[src/rtl/regpkt_pkg.sv]
package regpkt_pkg;
  localparam logic [7:0] START_BYTE = 8'hFF;
  localparam int IDX_W  = 7;
  localparam int WORD_W = 16;

  typedef enum logic [1:0] {
    FR_IDLE = 2'd0,
    FR_ADDR = 2'd1,
    FR_HIGH = 2'd2,
    FR_LOW  = 2'd3
  } frame_state_e;
endpackage

[src/rtl/regpkt_framer.sv]
module regpkt_framer
  import regpkt_pkg::*;
#(
  parameter int TIMEOUT = 32
) (
  input  logic              clk,
  input  logic              rst_n,
  input  logic              byte_take,
  input  logic [7:0]        byte_in,
  output logic              pkt_done,
  output logic              pkt_is_read,
  output logic [IDX_W-1:0]  pkt_idx,
  output logic [WORD_W-1:0] pkt_word
);
  localparam int CW = $clog2(TIMEOUT + 1);

  frame_state_e      state_q;
  logic [CW-1:0]     stall_q;
  logic [7:0]        high_q;

  always_ff @(posedge clk or negedge rst_n) begin
    if (!rst_n) begin
      state_q     <= FR_IDLE;
      stall_q     <= '0;
      high_q      <= '0;
      pkt_done    <= 1'b0;
      pkt_is_read <= 1'b0;
      pkt_idx     <= '0;
      pkt_word    <= '0;
    end else begin
      pkt_done <= 1'b0;
      if (byte_take) begin
        stall_q <= '0;
        unique case (state_q)
          FR_IDLE: if (byte_in == START_BYTE) state_q <= FR_ADDR;
          FR_ADDR: begin
            // a repeated start byte resynchronises
            if (byte_in != START_BYTE) begin
              pkt_is_read <= byte_in[7];
              pkt_idx     <= byte_in[IDX_W-1:0];
              state_q     <= FR_HIGH;
            end
          end
          FR_HIGH: begin
            high_q  <= byte_in;
            state_q <= FR_LOW;
          end
          FR_LOW: begin
            pkt_word <= {high_q, byte_in};
            pkt_done <= 1'b1;
            state_q  <= FR_IDLE;
          end
          default: state_q <= FR_IDLE;
        endcase
      end else if (state_q != FR_IDLE) begin
        // stall watchdog inside a packet; an accepted byte wins
        if (stall_q == CW'(TIMEOUT - 1)) begin
          state_q <= FR_IDLE;
          stall_q <= '0;
        end else begin
          stall_q <= stall_q + 1'b1;
        end
      end
    end
  end
endmodule

[src/rtl/regpkt_responder.sv]
module regpkt_responder
  import regpkt_pkg::*;
(
  input  logic              clk,
  input  logic              rst_n,
  input  logic              load,
  input  logic [IDX_W-1:0]  idx,
  input  logic [WORD_W-1:0] word,
  output logic              busy,
  output logic              out_valid,
  output logic [7:0]        out_byte,
  input  logic              out_ready
);
  logic [31:0] frame_q;
  logic [1:0]  pos_q;

  assign out_valid = busy;
  assign out_byte  = frame_q[31:24];

  always_ff @(posedge clk or negedge rst_n) begin
    if (!rst_n) begin
      busy    <= 1'b0;
      pos_q   <= '0;
      frame_q <= '0;
    end else if (load) begin
      busy    <= 1'b1;
      pos_q   <= '0;
      frame_q <= {START_BYTE, 1'b1, idx, word};
    end else if (busy && out_ready) begin
      frame_q <= {frame_q[23:0], 8'h00};
      pos_q   <= pos_q + 1'b1;
      if (pos_q == 2'd3) busy <= 1'b0;
    end
  end
endmodule

[src/rtl/regpkt_decoder.sv]
module regpkt_decoder
  import regpkt_pkg::*;
#(
  parameter int NUM_REGS = 16,
  parameter int TIMEOUT  = 32
) (
  input  logic        clk,
  input  logic        rst_n,
  input  logic        cmd_valid,
  input  logic [7:0]  cmd_byte,
  output logic        cmd_ready,
  output logic        resp_valid,
  output logic [7:0]  resp_byte,
  input  logic        resp_ready,
  output logic        reg_wr_en,
  output logic [6:0]  reg_wr_addr,
  output logic [15:0] reg_wr_data,
  output logic [6:0]  reg_rd_addr,
  input  logic [15:0] reg_rd_data
);
  logic              take;
  logic              done;
  logic              is_read;
  logic [IDX_W-1:0]  idx;
  logic [WORD_W-1:0] word;
  logic              resp_busy;
  logic              mapped;
  logic              rd_load;

  assign mapped    = int'(idx) < NUM_REGS;
  assign rd_load   = done && is_read;
  assign cmd_ready = !resp_busy && !rd_load;
  assign take      = cmd_valid && cmd_ready;

  regpkt_framer #(.TIMEOUT(TIMEOUT)) u_framer (
    .clk        (clk),
    .rst_n      (rst_n),
    .byte_take  (take),
    .byte_in    (cmd_byte),
    .pkt_done   (done),
    .pkt_is_read(is_read),
    .pkt_idx    (idx),
    .pkt_word   (word)
  );

  // commit only on a finished write to a mapped index
  assign reg_wr_en   = done && !is_read && mapped;
  assign reg_wr_addr = idx;
  assign reg_wr_data = word;
  assign reg_rd_addr = idx;

  regpkt_responder u_resp (
    .clk      (clk),
    .rst_n    (rst_n),
    .load     (rd_load),
    .idx      (idx),
    .word     (mapped ? reg_rd_data : '0),
    .busy     (resp_busy),
    .out_valid(resp_valid),
    .out_byte (resp_byte),
    .out_ready(resp_ready)
  );
endmodule

[config.mk]
export PLATFORM = sky130hd
export DESIGN_NAME = regpkt_decoder
export DESIGN_NICKNAME = d
export VERILOG_FILES = /design/src/rtl/regpkt_pkg.sv /design/src/rtl/regpkt_framer.sv /design/src/rtl/regpkt_responder.sv /design/src/rtl/regpkt_decoder.sv
export SDC_FILE = /design/constraint.sdc
export NUM_CORES = 1
export LEC_CHECK = 0
export BUFFER_PORTS_ARGS = -buffer_cell sky130_fd_sc_hd__buf_2
export CAP_MARGIN = 20
export CORE_UTILIZATION = 40
export DETAILED_ROUTE_END_ITERATION = 8
export HOLD_SLACK_MARGIN = 0.02
export PLACE_DENSITY = 0.6
export SLEW_MARGIN = 20
export SYNTH_ARGS = -nofsm -noshare
export SYNTH_HDL_FRONTEND = slang
export SYNTH_SLANG_ARGS = --single-unit
export TNS_END_PERCENT = 50
[constraint.sdc]
create_clock -name clk -period 2 [get_ports clk]
set_clock_uncertainty 0.05 [all_clocks]
set_input_delay 0.3 -clock clk [delete_from_list [all_inputs] [get_ports clk]]
set_output_delay 0.3 -clock clk [all_outputs]
set_load 0.02 [all_outputs]
==> results.rst <==
.. list-table::
   :header-rows: 1

   * - Metric
     - Value
   * - Initial Util
     - roughly 40%
   * - Post-route clock period utilization
     - between 90% and 100%
   * - Library cell occupying the most area in the post-synthesis netlist
     - dfrtp_1
   * - Xor and xnor area share after synthesis
     - under 10%
   * - Clock root cell
     - clkbuf_8
   * - Cell type group with the largest total delay on the critical path
     - simple AND/OR/NAND/NOR gates
   * - Most common cell in the synthesized netlist
     - dfrtp_1
   * - Crit path largest cell delay
     - between 0.4 and 0.5 ns
   * - Global-route wire length before repair
     - roughly 12000 um
   * - Number of storage elements in the synthesis netlist
     - between 70 and 80
   * - Fillers
     - 764
   * - Number of I/O pins
     - between 60 and 70
   * - Top cells by area in the synthesized netlist
     - dfrtp_1 56%, mux2_2 7.0%, nand2_1 5.6%
   * - Cell Rows
     - 33
   * - Fraction of the mapped netlist area in simple logic gates
     - around 14%
   * - Critical path peak fanout
     - 4
   * - Overall via count from detail_route
     - 2305
   * - Number of iterations in the first detailed-routing pass
     - 4
   * - Count of flip-flops with a built-in enable after synthesis
     - 0
   * - Maximum number of pins on one net before global-route repair
     - 42
   * - Power per standard cell area
     - between 1500 and 2000 nW/um^2
   * - Run status
     - finished clean
   * - Gp weighted congestion
     - approximately 0.78
   * - Netlist area before placement
     - 3380 um^2
   * - Inserted Diodes
     - 0
   * - Fin Setup TNS
     - 0 ns
   * - Non-filler instance count after layout
     - ~470
   * - Cells along the critical path
     - inv_1 -> ha_1 -> nor2b_1 -> or3b_2 -> o21ai_0 -> mux2i_1
   * - Maximum vdd drop
     - roughly 0.56 mV
   * - Final setup margin
     - around 0.11 ns
   * - Initial antenna violation count
     - 0
   * - Crit Path Class
     - reg -> reg
   * - Number of setup buffers added after CTS
     - 0
   * - Setup slack at placement
     - between 0.2 and 0.25 ns
   * - Final min period
     - around 1.9 ns
   * - Detail-routed net length per standard cell
     - roughly 15 um
   * - Buffers added on ports
     - 68
   * - Count of unique library cells instantiated by Yosys
     - 38
   * - Buffers from clock root to sink, at most
     - 2
   * - Final-report max-slew violation count
     - 0
   * - Synth cell count leaders
     - 76 x dfrtp_1, 50 x nand2_1, 25 x nor2_1
   * - Leakage power summed over all cells
     - 1.98 nW
   * - Compound-cell area share of the yosys netlist
     - 7.66%
   * - H-tree depth
     - 3
   * - Post-layout power
     - ~6.6 mW
   * - Via count of the first global-routing pass
     - between 2000 and 2500
   * - Data required time of the worst path
     - between 2 and 2.5 ns
   * - CTS tree
     - done
   * - Overall die height
     - 93.9 um
   * - Post-synthesis async set-or-reset flop share
     - 100%
   * - Area of the core region
     - 8220 um^2
   * - Path type of the worst min-delay path
     - in -> reg
   * - 1st-iter DRT viols
     - approximately 120
   * - HPWL after DPL
     - approximately 4700 um
   * - Detailed-route DRC error count
     - 0
   * - Via-per-instance ratio
     - slightly below 5
   * - Placed insts
     - between 400 and 500
   * - Most used flip-flop cell after synthesis
     - dfrtp_1
   * - Share of post-route cells with drive strength above 1
     - between 30 and 40%
   * - Endpoint class of the critical path
     - flop
   * - Highest clock frequency the design can meet
     - approximately 530 MHz
   * - Mux share of post-synthesis cell area
     - between 10% and 20%
   * - Worst path slowest cell
     - or3b_2
   * - Layout Area Growth over Synthesis
     - 18.4%
   * - Worst path buffer plus inverter count
     - 1
   * - Inserted Clock Buffers
     - 9
   * - Dominant combinational cell family by area after synthesis
     - simple AND/OR/NAND/NOR gates
   * - Post-detailed-route count of antenna-violating nets
     - 0
   * - Maximum capacitance violations
     - 0
   * - Number of gates resized after cts
     - 0
   * - Unrepaired setup endpoints after global routing
     - no
   * - Total of hold buffers inserted after clock tree synthesis
     - 1
   * - Total clock sinks
     - 76
   * - Critical Path Start Type
     - flop
   * - Chip width
     - 93.9 um
   * - Wirelength, routed
     - slightly below 7000 um
   * - Final nets
     - between 300 and 400
   * - Worst Path Arrival
     - just over 2 ns
   * - Slew Limit Headroom
     - approximately 68%
   * - Leftover overflow at the end of global routing
     - 0
   * - Area share of the largest cell type after synthesis
     - between 50% and 60%
   * - Fraction of the mapped netlist area in adder cells
     - roughly 2.6%
   * - Avg Synthesized Cell Area
     - ~12 um^2
   * - Count of yosys warnings during synthesis
     - 0
   * - Synthesized netlist net count
     - about 330
   * - Final setup fails
     - 0
   * - Number of standard cells after synthesis
     - slightly below 300
   * - Sequential share of the synthesized area
     - between 50% and 60%
   * - Clock-pin slew on the worst setup and hold paths
     - 0.08 ns
   * - Final number of hold-violating endpoints
     - 0
   * - Worst-Margin Slew
     - 0.484 ns
   * - Gr usage total
     - around 17%
   * - Total Die Area
     - slightly below 9000 um^2
   * - Clock insertion delay at the later pin of the skew report
     - ~0.35 ns
sequential cells by signal (all words and copies together) (netlist names):
register              count
u_resp.busy               1
u_framer.pkt_done         1
u_framer.pkt_idx          7
u_resp.frame_q           32
u_framer.pkt_is_read      1
u_resp.pos_q              2
u_framer.pkt_word        16
u_framer.stall_q          6
u_framer.high_q           8
u_framer.state_q          2
area by class of cell:
cell class	count	area, um^2	share of cell area (%)
Inverter	4	15.0	0.375
Timing Repair Buffer	78	433	10.8
Clock inverter	6	113	2.81
Clock buffer	10	128	3.19
Multi-Input combinational cell	187	1280	32.0
Sequential cell	76	1900	47.5
Tap cell	105	131	3.28
worst reg2reg max path, delay by kind of cell (launching register included):
kind	cells	cell delay (ns)
compound gates	1	0.21
fa+ha+maj	1	0.22
buf+inv	1	0.10
flops	1	0.40
mux	1	0.12
simple gates	2	0.65
placed cells by master, fill, tap and decap left out, drive strengths merged, types with 7 or more instances in the layout:
master  instances
a22o            8
o21ai          10
mux2           30
nand3          12
ha              7
clkbuf         10
dfrtp          76
a21oi          10
a31oi           7
nor2           26
buf            77
nand2          52
per-stage QoR:
step | hold slack (ns) | utilization, % | area (um^2)
floorplan | -0.0456 | - | 3380
detailed placement | 0.249 | 45.7 | 3750
finish | 0.125 | 48.7 | 4000
global placement | 0.247 | 45.7 | 3750
CTS | 0.111 | 48.7 | 4000
global route | 0.105 | 48.7 | 4000
kinds of logic (layout without fill, tap and decap cells):
logic type,Yosys count,after routing
simple gates,102,102
compound gates,39,39
mux,33,33
fa+ha+maj,7,7
xor+xnor,6,6
buf+inv,29,98
flops,76,76
path summary, 6_finish.rpt:
| kind | to | slack [ns] | depth (start not counted) | startpoint |
|---|---|---|---|---|
| setup / recovery | u_framer.state_q[0] | 0.11 | 6 | u_framer.state_q[0] |
| max in group asynchronous | u_framer.high_q[0] | 0.92 | 3 | rst_n |
| min in group asynchronous | u_resp.frame_q[31] | 0.40 | 2 | rst_n |
| setup reg to reg | u_framer.state_q[0] | 0.11 | 6 | u_framer.state_q[0] |
| hold reg to reg | u_resp.frame_q[25] | 0.44 | 2 | u_resp.frame_q[25] |
| hold / removal | u_resp.frame_q[2] | 0.12 | 2 | reg_rd_data[2] |
metal layers:
| layer | GRT usage (%) | wire [um] | up-vias |
|---|---|---|---|
| met5 | 0 | 0 | - |
| met4 | 6.03 | 89 | 0 |
| met3 | 4.85 | 351 | 9 |
| met2 | 24.6 | 3060 | 50 |
| met1 | 25.5 | 3390 | 1131 |
| li1 | - | - | 1115 |
power breakdown:
| group | internal, mW | total, mW | switching [mW] |
|---|---|---|---|
| Clock | 0.832 | 1.41 | 0.580 |
| Combinational | 1.11 | 2.50 | 1.39 |
| Sequential | 2.22 | 2.71 | 0.495 |
| Total | 4.16 | 6.63 | 2.47 |
Power figures use the tool's default switching activity.
